===== config.mk =====
export PLATFORM = sky130hd
export DESIGN_NAME = tern_minmax_eval
export DESIGN_NICKNAME = d
export VERILOG_FILES = /design/src/rtl/tern_pkg.sv /design/src/rtl/tern_literal.sv /design/src/rtl/tern_term.sv /design/src/rtl/tern_maxtree.sv /design/src/rtl/tern_minmax_eval.sv
export SDC_FILE = /design/constraint.sdc
export NUM_CORES = 1
export LEC_CHECK = 0
export BUFFER_PORTS_ARGS = -buffer_cell sky130_fd_sc_hd__buf_2
export CAP_MARGIN = 5
export CORE_ASPECT_RATIO = 0.9
export CORE_UTILIZATION = 40
export CTS_CLUSTER_SIZE = 30
export DETAILED_ROUTE_END_ITERATION = 16
export PLACE_DENSITY = 0.82
export RECOVER_POWER = 100
export REMOVE_ABC_BUFFERS = 1
export SYNTH_ARGS = -nofsm -noshare
export SYNTH_HDL_FRONTEND = slang
export SYNTH_SLANG_ARGS = --single-unit

===== constraint.sdc =====
create_clock -name clk -period 4.75 [get_ports clk]
set_input_delay 0.2375 -clock clk [delete_from_list [all_inputs] [get_ports clk]]
set_output_delay 0.2375 -clock clk [all_outputs]
set_load 0.01 [all_outputs]

===== src/rtl/tern_pkg.sv =====
package tern_pkg;
  typedef logic [1:0] trit_t;

  localparam trit_t LVL0 = 2'b00;
  localparam trit_t LVL1 = 2'b01;
  localparam trit_t LVL2 = 2'b10;

  function automatic logic trit_ok(trit_t x);
    return x != 2'b11;
  endfunction

  function automatic trit_t trit_min(trit_t x, trit_t y);
    return (x < y) ? x : y;
  endfunction

  function automatic trit_t trit_max(trit_t x, trit_t y);
    return (x > y) ? x : y;
  endfunction

  function automatic trit_t member_lvl(trit_t v, logic [2:0] set);
    logic hit;
    case (v)
      2'b00:   hit = set[0];
      2'b01:   hit = set[1];
      2'b10:   hit = set[2];
      default: hit = 1'b0;
    endcase
    return hit ? LVL2 : LVL0;
  endfunction
endpackage


===== src/rtl/tern_literal.sv =====
module tern_literal
  import tern_pkg::*;
(
  input  logic [1:0] val,
  input  logic [2:0] set,
  output logic [1:0] lvl
);
  always_comb lvl = member_lvl(val, set);
endmodule


===== src/rtl/tern_term.sv =====
module tern_term
  import tern_pkg::*;
(
  input  logic [1:0] a,
  input  logic [1:0] b,
  input  logic [1:0] c,
  input  logic [2:0] set_a,
  input  logic [2:0] set_b,
  input  logic [2:0] set_c,
  input  logic       en,
  input  logic       cap,
  output logic [1:0] val
);
  trit_t lit_a, lit_b, lit_c, weight;

  tern_literal u_la (.val(a), .set(set_a), .lvl(lit_a));
  tern_literal u_lb (.val(b), .set(set_b), .lvl(lit_b));
  tern_literal u_lc (.val(c), .set(set_c), .lvl(lit_c));

  always_comb begin
    weight = cap ? LVL1 : LVL2;
    if (en) val = trit_min(trit_min(lit_a, lit_b), trit_min(lit_c, weight));
    else    val = LVL0;
  end
endmodule


===== src/rtl/tern_maxtree.sv =====
module tern_maxtree
  import tern_pkg::*;
#(
  parameter int N = 4
) (
  input  logic [2*N-1:0] vals,
  output logic [1:0]     top
);
  always_comb begin
    top = LVL0;
    for (int i = 0; i < N; i++) top = trit_max(top, vals[2*i +: 2]);
  end
endmodule


===== src/rtl/tern_minmax_eval.sv =====
module tern_minmax_eval
  import tern_pkg::*;
#(
  parameter int NUM_TERMS = 4,
  parameter bit REG_OUT   = 1'b1
) (
  input  logic                   clk,
  input  logic                   rst_n,
  input  logic [1:0]             in_a,
  input  logic [1:0]             in_b,
  input  logic [1:0]             in_c,
  input  logic [NUM_TERMS-1:0]   term_en,
  input  logic [NUM_TERMS-1:0]   term_cap,
  input  logic [3*NUM_TERMS-1:0] mask_a,
  input  logic [3*NUM_TERMS-1:0] mask_b,
  input  logic [3*NUM_TERMS-1:0] mask_c,
  output logic [1:0]             f_out,
  output logic                   code_err
);
  localparam int TW = 2 * NUM_TERMS;

  logic [TW-1:0] term_val;
  trit_t         f_comb;
  trit_t         f_next;
  logic          bad_code;

  for (genvar i = 0; i < NUM_TERMS; i++) begin : g_term
    tern_term u_term (
      .a(in_a), .b(in_b), .c(in_c),
      .set_a(mask_a[3*i +: 3]), .set_b(mask_b[3*i +: 3]), .set_c(mask_c[3*i +: 3]),
      .en(term_en[i]), .cap(term_cap[i]),
      .val(term_val[2*i +: 2])
    );
  end

  tern_maxtree #(.N(NUM_TERMS)) u_max (.vals(term_val), .top(f_comb));

  always_comb begin
    bad_code = !(trit_ok(in_a) && trit_ok(in_b) && trit_ok(in_c));
    f_next   = bad_code ? LVL0 : f_comb;
  end

  if (REG_OUT) begin : g_reg
    always_ff @(posedge clk) begin
      if (!rst_n) begin
        f_out    <= LVL0;
        code_err <= 1'b0;
      end else begin
        f_out    <= f_next;
        code_err <= bad_code;
      end
    end
  end else begin : g_comb
    always_comb begin
      f_out    = f_next;
      code_err = bad_code;
    end
  end
endmodule


==> results of run 1 <==
sequential cells by signal (all words and copies together), names as in the netlist:
| signal | cells |
|---|---|
| code_err | 1 |
| f_out | 2 |
worst paths after layout:
kind / start / to / slack, ns / cells past startpoint
max: in_b[1] / f_out[0]$_SDFF_PN0_ / 0.60 / 22
min: rst_n / code_err$_SDFF_PN0_ / 0.27 / 2
power by group through the flow:
| stage | registers (uW) | logic (uW) | clock network (uW) |
|---|---|---|---|
| floorplan | 27.3 | 32.4 | 0 |
| global route | 26.5 | 72.6 | 50.4 |
| CTS | 26.4 | 64.7 | 46.3 |
| finish | 26.4 | 63.9 | 44.5 |
| detailed placement | 26.8 | 64.4 | 0 |
| global placement | 26.7 | 62.2 | 0 |
Yosys cell counts (all sizes together):
master | count | area, sq um
mux2i | 12 | 120
nor2 | 12 | 45.0
ha | 10 | 125
inv | 9 | 33.8
nand2 | 7 | 26.3
o21ai | 5 | 28.8
a21oi | 4 | 20.0
nor2b | 4 | 27.5
a2bb2oi | 3 | 26.3
buf | 3 | 26.3
dfxtp | 3 | 60.1
nand3 | 3 | 15.0
and2 | 2 | 12.5
nand2b | 2 | 12.5
o21a | 2 | 15.0
o22ai | 2 | 12.5
o2bb2ai | 2 | 17.5
or4 | 2 | 22.5
a211oi | 1 | 7.51
a21boi | 1 | 7.51
a22oi | 1 | 7.51
a31oi | 1 | 6.26
and2b | 1 | 8.76
and3 | 1 | 6.26
mux2 | 1 | 11.3
nand3b | 1 | 7.51
nand4 | 1 | 6.26
nor3 | 1 | 5.00
nor4 | 1 | 6.26
or2 | 1 | 6.26
cells by family (layout without fill, tap and decap cells):
logic type               Yosys count  after routing  synth area share [%]
AO/OA/AOI/OAI                     22             22                  20.3
multiplexers                      13             13                  17.9
AND/OR/NAND/NOR                   39             39                  28.3
adder cells (fa/ha/maj)           10             10                  17.1
flip-flops                         3              3                  8.19
buffers and inverters             12             67                  8.19
cell type report:
class | count | area share (%)
Multi-Input combinational cell | 84 | 59.6
Timing Repair Buffer | 54 | 25.8
Clock buffer | 4 | 2.56
Tap cell | 24 | 2.92
Inverter | 9 | 3.29
Sequential cell | 3 | 5.85
through the flow:
step	setup slack, ns	cell area, sq um	hold WS (ns)
6_report	0.599	1030	0.266
5_1_grt	0.341	1030	0.279
4_1_cts	0.762	1030	0.267
3_5_place_dp	0.534	1010	0.509
3_3_place_gp	0.613	1010	0.483
2_1_floorplan	0.983	707	0.366
layer usage:
metal / vias up / GRT usage [%] / part of all wire [%]
met4: 0 / 12.6 / 1.3
met2: 36 / 35.0 / 49
li1: 460 / - / -
met5: - / 0 / 0
met3: 4 / 2.16 / 5.3
met1: 380 / 23.1 / 44
==> impl_summary.txt, run 1 <==
----------------------------------------------------
[Cells and area]
  Layout Nets ... 217
  Most common cell after layout, fill and taps aside ... sky130_fd_sc_hd__buf_2
  Final cell count without fillers ... 178
  Most frequent cells in the layout ... 50 x sky130_fd_sc_hd__buf_2, 12 x sky130_fd_sc_hd__mux2i_1, 12 x sky130_fd_sc_hd__nor2_1
  Layout cell share with drive strength beyond 1 ... 37.7%
  Fill cells ... 173
  Reg area ... 60.1 sq um
  Footprint of the multi-input gates ... 612 sq um
  Relative area change from synthesis to final layout ... 40.1%
  Inserted Diodes ... 0
  Fraction of the core area covered by cells at the end of the flow ... 60.5%

[Job]
  Max capacitance violation total ... 0

[Route]
  Iteration-0 DRC Markers ... 14
  Post-detailed-route DRC marker count ... 0
  Drt pass-1 iters ... 4
  Number of nets with antenna violations after detailed routing ... 0
  Detailed-route via count ... 880
  Detail-routed net length per standard cell ... 10.5 um
  Via-to-Cell Ratio ... 4.94
  Routed WL ... 1.86 mm

[Worst hold path]
  Hold WC Path Type ... primary input to flop

[Global routing]
  Initial antenna violation count ... 0
  Global-route total usage across every layer ... 20.5%
  Vias in the first global route ... 807
  Global-route wire length before repair ... 2.97 mm
  Pin count of the biggest net entering global routing ... 8
  Leftover overflow at the end of global routing ... 0

[Outcome]
  Status ... finished, final reports clean

[Worst setup path]
  Count of buffering cells on the critical path with inverters included ... 3
  Required time of the critical path ... 4.92 ns
  Classification of the worst setup path ... primary input to flop
  Cells along the critical path ... clkbuf_1 > and2b_1 > nand2_1 > o21ai_0 > nand2_1 > inv_1 > ha_1 > a211oi_1 > o21ai_0 > ha_1 > nor2_1 > o22ai_1 > nor3_1 > a31oi_1 > ha_1 > inv_1 > o22ai_1 > mux2_1 > ha_1 > a21oi_1 > or4_4 > o21ai_2
  Critical path peak fanout ... 6
  Kind of end point of the critical path ... flop
  Worst stage delay on the critical path ... 0.42 ns
  Crit path max-delay family ... adder cells
  Sort of element at the start of the critical path ... primary input
  Worst Path Arrival ... 4.32 ns
  Critical path's most frequent cell ... sky130_fd_sc_hd__ha_1
  Critical Path Slowest Stage Cell ... sky130_fd_sc_hd__or4_4

[STA]
  Post-layout minimum cycle time ... 4.15 ns
  Post-Route Setup TNS ... 0 ns
  Number of setup violations in the final report ... 0
  Number of max-slew violations in the final report ... 0
  Headroom to the max-slew limit ... 64.6%
  Setup repair after global routing missed its margin ... false
  Maximum clock frequency ... 241 MHz
  Portion of the clock cycle consumed by the worst path in the final layout ... 87.4%
  Final Hold Violating Endpoints ... 0
  Worst Tran Pin Value ... 0.526 ns

[Power]
  Leakage power summed over all cells ... 0.000557 uW
  Clock share of power ... 33.0%
  Sequential share of power ... 19.6%
  Combinational group share of total power ... 47.4%
  Cell-internal power ... 91.7 uW
  Worst IR drop on VDD ... 80.3 uV
  Areal power density over the cells ... 131 nW/um^2
  Final Total Pwr ... 135 uW
  Sw frac ... 32.0%
  Switch Pwr ... 43.1 uW

[Placed design]
  Placed Cells ... 174
  Routability congestion estimate ... 0.810
  Port Buffers ... 54
  Detailed Place HPWL ... 1.64 mm

[Yosys]
  Number of synthesized register bits ... 3
  Cell Area, Synth ... 733 sq um
  Cell variety after synth ... 33
  Warnings from Yosys ... 0
  Average cell area after synthesis ... 7.41 sq um
  Part of the Yosys area used for sequential elements ... 8.19%
  Cells after Synth ... 99

[Floorplanning]
  Site row count ... 14
  Width of the die ... 47.1 um
  Boundary pin count ... 55
  Area inside the core boundary ... 1700 sq um
  Effective utilization at floorplan ... 43.2%
  DIE HEIGHT ... 42.6 um
  Die area ... 2010 sq um

[Clocking]
  Inserted Clock Buffers ... 3
  Buffers inserted by post-CTS timing repair ... 0
  H-tree level count ... 1
  Resized Gates After CTS ... 0
  Clock root cell ... sky130_fd_sc_hd__clkbuf_4
  CTS hold repair buffers ... 0
  TritonCTS clock tree ... done
  Clock Sink Count ... 3
  Clock-pin slew on the worst setup and hold paths ... 0.04 ns
  Maximum root-to-sink buffer count ... 2

----------------------------------------------------
(Power assumes the default switching activity.)
==> run 2, diff against run 1 <==
GPL_ROUTABILITY_DRIVEN = 0   (was not set)
PLACE_DENSITY = not set   (was 0.82)
PLACE_DENSITY_LB_ADDON = 0.12   (was not set)
==> run 2 against run 1 <==
  * Final cell count unchanged
  * Critical path depth unchanged
  * Sequential cell count unchanged
  * Clock power increased by 6.7%
  * Critical endpoint unchanged
  * Largest cell class unchanged
  * Largest power group unchanged
==> impl_summary.txt, run 2 (synthesis gave the netlist of run 1 again) <==
----------------------------------------------------
[Worst setup path]
  Critical path peak fanout ... 6 (unchanged)
  Required time of the critical path ... 4.92 ns (about the same)
  Worst Path Arrival ... 4.30 ns (-0.02 ns)
  End of the critical path ... f_out[0]$_SDFF_PN0_
  Crit path launch ... in_b[1]
  Classification of the worst setup path ... primary input to flop
  Kind of end point of the critical path ... flop
  Sort of element at the start of the critical path ... primary input

[Cells and area]
  Inserted Diodes ... 0 (unchanged)
  Most frequent cells in the layout ... 50 x sky130_fd_sc_hd__buf_2, 12 x sky130_fd_sc_hd__mux2i_1, 12 x sky130_fd_sc_hd__nor2_1
  Flip-flop count of the largest register after layout ... 2 (unchanged)
  Fraction of the core area covered by cells at the end of the flow ... 60.5% (unchanged)
  Layout Nets ... 217 (unchanged)
  Relative area change from synthesis to final layout ... 40.1% (unchanged)
  Layout cell share with drive strength beyond 1 ... 37.7% (unchanged)
  Largest registers ... f_out (2), code_err (1)
  Fill cells ... 177 (+2.3%)
  Register name with the most flops ... f_out
  Most common cell after layout, fill and taps aside ... sky130_fd_sc_hd__buf_2

[STA]
  Post-layout minimum cycle time ... 4.13 ns (-0.0255 ns)
  Maximum clock frequency ... 242 MHz (+0.62%)
  Number of setup violations in the final report ... 0 (unchanged)
  Portion of the clock cycle consumed by the worst path in the final layout ... 86.8% (-0.54 points)
  Worst Tran Pin Value ... 0.582 ns (+0.0563 ns)
  Setup repair after global routing missed its margin ... false
  Headroom to the max-slew limit ... 60.9% (-3.8 points)
  Final Hold Violating Endpoints ... 0 (unchanged)
  Smallest setup slack after layout ... 0.625 ns (+0.0255 ns)
  Number of max-slew violations in the final report ... 0 (unchanged)
  Post-Route Setup TNS ... 0 ns (unchanged)
  Final-layout worst hold slack ... 0.281 ns (+0.0151 ns)

[Route]
  Number of nets with antenna violations after detailed routing ... 0 (unchanged)
  Highest metal layer with signal wires ... met4
  Detail-routed net length per standard cell ... 10.9 um (+4.2%)
  Wire length on met1 ... 774 um (-6.1%)
  Routed length on met2 ... 1.04 mm (+14%)
  Detailed-route via count ... 894 (+1.6%)
  Post-detailed-route DRC marker count ... 0 (unchanged)
  Drt pass-1 iters ... 4 (unchanged)
  Met3 routed wirelength ... 80 um (-19%)
  Iteration-0 DRC Markers ... 10 (-4)
  Via-to-Cell Ratio ... 5.02 (+1.6%)
  Routed WL ... 1.94 mm (+4.2%)

[Clocking]
  TritonCTS clock tree ... done
  Resized Gates After CTS ... 0 (unchanged)
  Clock root cell ... sky130_fd_sc_hd__clkbuf_4
  Inserted Clock Buffers ... 3 (unchanged)
  Clock-pin slew on the worst setup and hold paths ... 0.04 ns (about the same)
  Clock Sink Count ... 3 (unchanged)
  CTS hold repair buffers ... 0 (unchanged)
  Buffers inserted by post-CTS timing repair ... 0 (unchanged)
  Maximum root-to-sink buffer count ... 2 (unchanged)
  H-tree level count ... 1 (unchanged)

[Job]
  Max capacitance violation total ... 0 (unchanged)

[Floorplanning]
  Effective utilization at floorplan ... 43.2% (unchanged)
  Width of the die ... 47.1 um (unchanged)
  Die area ... 2010 sq um (unchanged)
  Site row count ... 14 (unchanged)
  Boundary pin count ... 55 (unchanged)
  Area inside the core boundary ... 1700 sq um (unchanged)
  DIE HEIGHT ... 42.6 um (unchanged)

[Power]
  Worst IR drop on VDD ... 99.5 uV (+24%)
  Cell-internal power ... 91.9 uW (+0.20%)
  Leakage power summed over all cells ... 0.000557 uW (unchanged)
  Combinational group share of total power ... 46.6% (-0.8 points)
  Sw frac ... 33.7% (+1.7 points)
  Switch Pwr ... 46.7 uW (+8.3%)
  Sequential share of power ... 19.1% (-0.5 points)
  Areal power density over the cells ... 135 nW/um^2 (+2.8%)
  Clock share of power ... 34.3% (+1.3 points)

[Global routing]
  Pin count of the biggest net entering global routing ... 8 (unchanged)
  Initial antenna violation count ... 0 (unchanged)
  Vias in the first global route ... 814 (+0.87%)
  Leftover overflow at the end of global routing ... 0 (unchanged)
  Global-route total usage across every layer ... 20.9% (+0.42 points)
  Global-route wire length before repair ... 3.04 mm (+2.3%)

[Outcome]
  Status ... finished, final reports clean

[Placed design]
  Port Buffers ... 54 (unchanged)
  Detailed Place HPWL ... 1.66 mm (+0.77%)
  Post-placement worst setup slack ... 0.510 ns (-0.0235 ns)

[Worst hold path]
  Hold WC Path Type ... primary input to flop

----------------------------------------------------
==> run 2: cell counts in the layout (fill, tap and decap cells not counted) <==
Identical to the previous run, type by type.
==> run 2: worst min-delay path by stage <==
stage                     depth (start not counted)  startpoint                   to  slack [ns]
after floorplan                                   1       rst_n  code_err$_SDFF_PN0_        0.37
after global placement                            2       rst_n  code_err$_SDFF_PN0_        0.48
after detailed placement                          2       rst_n  code_err$_SDFF_PN0_        0.49
after CTS                                         3       rst_n  f_out[0]$_SDFF_PN0_        0.28
after global routing                              3       rst_n  f_out[0]$_SDFF_PN0_        0.30
final                                             3       rst_n  f_out[0]$_SDFF_PN0_        0.28
==> run 2: layer usage <==
| layer | up-vias | global-route usage (%) |
|---|---|---|
| li1 | 463 | - |
| met1 | 387 | 21.6 |
| met2 | 38 | 40.3 |
| met3 | 6 | 2.59 |
| met4 | 0 | 7.43 |
| met5 | - | 0 |
==> run 2: stage by stage <==
| step | power, uW | cells | area [sq um] |
|---|---|---|---|
| after floorplan | 59.7 | 96 | 707 |
| after global placement | 90.0 | 174 | 1010 |
| after detailed placement | 91.7 | 174 | 1010 |
| after CTS | 140 | 178 | 1030 |
| after global routing | 150 | 178 | 1030 |
| final | 139 | 178 | 1030 |
==> run 2: final cells by class <==
type	instances	area [sq um]	share of cell area (%)
clock buffer	4	26.3	2.56
inverter	9	33.8	3.29
sequential	3	60.1	5.85
timing repair buffer	54	265	25.8
multi-input combinational	84	612	59.6
tap	24	30.0	2.92
==> run 2: worst max-delay path, stage by stage <==
cell and delay, ns:
sky130_fd_sc_hd__clkbuf_1 0.27, sky130_fd_sc_hd__and2b_1 0.26, sky130_fd_sc_hd__nand2_1 0.07, sky130_fd_sc_hd__o21ai_0 0.07, sky130_fd_sc_hd__nand2_1 0.08, sky130_fd_sc_hd__inv_1 0.05, sky130_fd_sc_hd__ha_1 0.30, sky130_fd_sc_hd__a211oi_1 0.26
sky130_fd_sc_hd__o21ai_0 0.14, sky130_fd_sc_hd__ha_1 0.33, sky130_fd_sc_hd__nor2_1 0.11, sky130_fd_sc_hd__o22ai_1 0.10, sky130_fd_sc_hd__nor3_1 0.18, sky130_fd_sc_hd__a31oi_1 0.09, sky130_fd_sc_hd__ha_1 0.32, sky130_fd_sc_hd__inv_1 0.03
sky130_fd_sc_hd__o22ai_1 0.18, sky130_fd_sc_hd__mux2_1 0.39, sky130_fd_sc_hd__ha_1 0.30, sky130_fd_sc_hd__a21oi_1 0.08, sky130_fd_sc_hd__or4_4 0.41, sky130_fd_sc_hd__o21ai_2 0.06
==> run 2: power groups by stage <==
stage,Sequential (uW),Combinational (uW),Clock (uW)
after floorplan,27.3,32.4,0
after global placement,26.7,63.3,0
after detailed placement,26.7,65.0,0
after CTS,26.5,65.4,47.7
after global routing,26.6,72.2,51.1
final,26.5,64.6,47.5
==> run 3, diff against run 2 <==
CORE_UTILIZATION = 43   (was 40)
PLACE_DENSITY = 0.85   (was not set)
PLACE_DENSITY_LB_ADDON = not set   (was 0.12)
clock period = 5 ns   (was 4.75 ns; I/O delays follow)
==> run 3 against run 2 <==
  * Critical endpoint unchanged
  * Clock power fell by 5.7%
  * Core utilization grew 7.3 points
  * Combinational power shrank 5.7%
  * Routed wire length shrank 2.1%
  * Die area fell by 6.7%
==> impl_summary.txt, run 3 (synthesis gave the netlist of run 1 again) <==
----------------------------------------------------
[Route]
  Number of nets with antenna violations after detailed routing ... 0 (unchanged)
  Drt pass-1 iters ... 5 (+1)
  Via-to-Cell Ratio ... 5.19 (+3.3%)
  Detailed-route via count ... 913 (+2.1%)
  Iteration-0 DRC Markers ... 10 (unchanged)
  Routed WL ... 1.90 mm (-2.1%)
  Detail-routed net length per standard cell ... 10.8 um (-1.0%)
  Post-detailed-route DRC marker count ... 0 (unchanged)

[STA]
  Final Hold Violating Endpoints ... 0 (unchanged)
  Number of max-slew violations in the final report ... 0 (unchanged)
  Post-layout minimum cycle time ... 4.17 ns
  Post-Route Setup TNS ... 0 ns (unchanged)
  Worst Tran Pin Value ... 0.565 ns (-0.0168 ns)
  Headroom to the max-slew limit ... 62.0% (+1.1 points)
  Number of setup violations in the final report ... 0 (unchanged)
  Setup repair after global routing missed its margin ... false
  Smallest setup slack after layout ... 0.827 ns (+0.202 ns)
  Maximum clock frequency ... 240 MHz
  Portion of the clock cycle consumed by the worst path in the final layout ... 83.5%

[Worst setup path]
  Required time of the critical path ... 5.17 ns (+0.25 ns)
  Cells along the critical path ... clkbuf_1 > and2b_1 > nand2_1 > o21ai_0 > nand2_1 > inv_1 > ha_1 > a211oi_1 > o21ai_0 > ha_1 > nor2_1 > o22ai_1 > nor3_1 > a31oi_1 > ha_1 > inv_1 > o22ai_1 > mux2_1 > ha_1 > a21oi_1 > or4_4 > o21ai_2
  Sort of element at the start of the critical path ... primary input
  Critical path's most frequent cell ... sky130_fd_sc_hd__ha_1
  Critical Path Slowest Stage Cell ... sky130_fd_sc_hd__or4_4
  Critical path peak fanout ... 6 (unchanged)
  Crit path launch ... in_b[1]
  Classification of the worst setup path ... primary input to flop
  Kind of end point of the critical path ... flop
  Worst stage delay on the critical path ... 0.42 ns (about the same)
  Worst Path Arrival ... 4.35 ns (+0.05 ns)

[Clocking]
  CTS hold repair buffers ... 0 (unchanged)
  Clock-pin slew on the worst setup and hold paths ... 0.04 ns (about the same)
  Maximum root-to-sink buffer count ... 2 (unchanged)
  Clock Sink Count ... 3 (unchanged)
  Clock root cell ... sky130_fd_sc_hd__clkbuf_4
  H-tree level count ... 1 (unchanged)
  Inserted Clock Buffers ... 3 (unchanged)
  TritonCTS clock tree ... done
  Resized Gates After CTS ... 0 (unchanged)
  Buffers inserted by post-CTS timing repair ... 0 (unchanged)

[Worst hold path]
  Hold WC Path Type ... primary input to flop
  Startpoint of the worst hold path ... rst_n

[Floorplanning]
  Area inside the core boundary ... 1510 sq um (-11%)
  DIE HEIGHT ... 41.2 um (-3.4%)
  Width of the die ... 45.5 um (-3.4%)
  Boundary pin count ... 55 (unchanged)
  Die area ... 1870 sq um (-6.7%)
  Site row count ... 13 (-1)
  Effective utilization at floorplan ... 48.5% (+5.3 points)

[Global routing]
  Global-route total usage across every layer ... 23.1% (+2.2 points)
  Global-route wire length before repair ... 3.07 mm (+0.92%)
  Pin count of the biggest net entering global routing ... 8 (unchanged)
  Initial antenna violation count ... 0 (unchanged)
  Leftover overflow at the end of global routing ... 0 (unchanged)
  Vias in the first global route ... 815 (+0.12%)

[Cells and area]
  Most frequent cells in the layout ... 50 x sky130_fd_sc_hd__buf_2, 12 x sky130_fd_sc_hd__mux2i_1, 12 x sky130_fd_sc_hd__nor2_1
  Largest registers ... f_out (2), code_err (1)
  Most common cell after layout, fill and taps aside ... sky130_fd_sc_hd__buf_2
  Relative area change from synthesis to final layout ... 39.8%
  Layout Nets ... 217 (unchanged)
  Register name with the most flops ... f_out
  Inserted Diodes ... 0 (unchanged)
  Layout cell share with drive strength beyond 1 ... 37.7% (unchanged)
  Flip-flop count of the largest register after layout ... 2 (unchanged)

[Job]
  Max capacitance violation total ... 0 (unchanged)

[Power]
  Areal power density over the cells ... 128 nW/um^2 (-5.5%)
  Leakage power summed over all cells ... 0.000557 uW (unchanged)
  Worst IR drop on VDD ... 60.4 uV (-39%)

[Placed design]
  Detailed Place HPWL ... 1.67 mm (+0.56%)
  Post-placement worst setup slack ... 0.727 ns (+0.217 ns)
  Port Buffers ... 54 (unchanged)

[Outcome]
  Status ... finished, final reports clean

----------------------------------------------------
==> run 3: cell counts in the layout (fill, tap and decap cells not counted) <==
Identical to the previous run, type by type.
==> run 3: critical path: cells and delay by family <==
| family | cells | cell delay, ns |
|---|---|---|
| and+or+nand+nor | 6 | 1.13 |
| buffers and inverters | 3 | 0.36 |
| muxes | 1 | 0.39 |
| adders and majority gates | 4 | 1.23 |
| AOI/OAI and AO/OA | 8 | 1.01 |
==> run 3: through the flow <==
| stage | power [uW] | cell area [sq um] | std cells | hold slack, ns | utilization [%] |
|---|---|---|---|---|---|
| after floorplan | 56.7 | 707 | 96 | 0.378 | - |
| final | 131 | 1020 | 176 | 0.246 | 67.7 |
| after global routing | 145 | 1020 | 176 | 0.266 | 67.7 |
| after global placement | 84.3 | 1000 | 172 | 0.496 | 66.4 |
| after detailed placement | 86.4 | 1000 | 172 | 0.498 | 66.4 |
| after CTS | 133 | 1030 | 176 | 0.242 | 68.2 |
==> run 3: layout make-up <==
type / instances / area [sq um]
inverters: 9 / 33.8
flip-flops and latches: 3 / 60.1
well taps: 22 / 27.5
fillers: 156 / 488
multi-input cells: 84 / 612
clock buffers: 4 / 26.3
repair buffers: 54 / 265
==> run 3: where the power goes <==
part           switching [uW]  internal (uW)
clock network            14.7           30.0
registers               0.156           24.9
logic                    28.6           32.3
==> run 3: path summary, 6_finish.rpt <==
kind / cells past startpoint / end / slack (ns)
max: 22 / f_out[0]$_SDFF_PN0_ / 0.83
min: 2 / code_err$_SDFF_PN0_ / 0.25
==> run 3: layer usage <==
metal  part of all wire (%)  global-route usage [%]  vias to the layer above
met2                     50                    47.5                       43
met3                    7.4                    3.96                        2
met1                     41                    23.4                      408
met4                    1.2                    9.09                        0
li1                       -                       -                      460
met5                      0                       0                        -
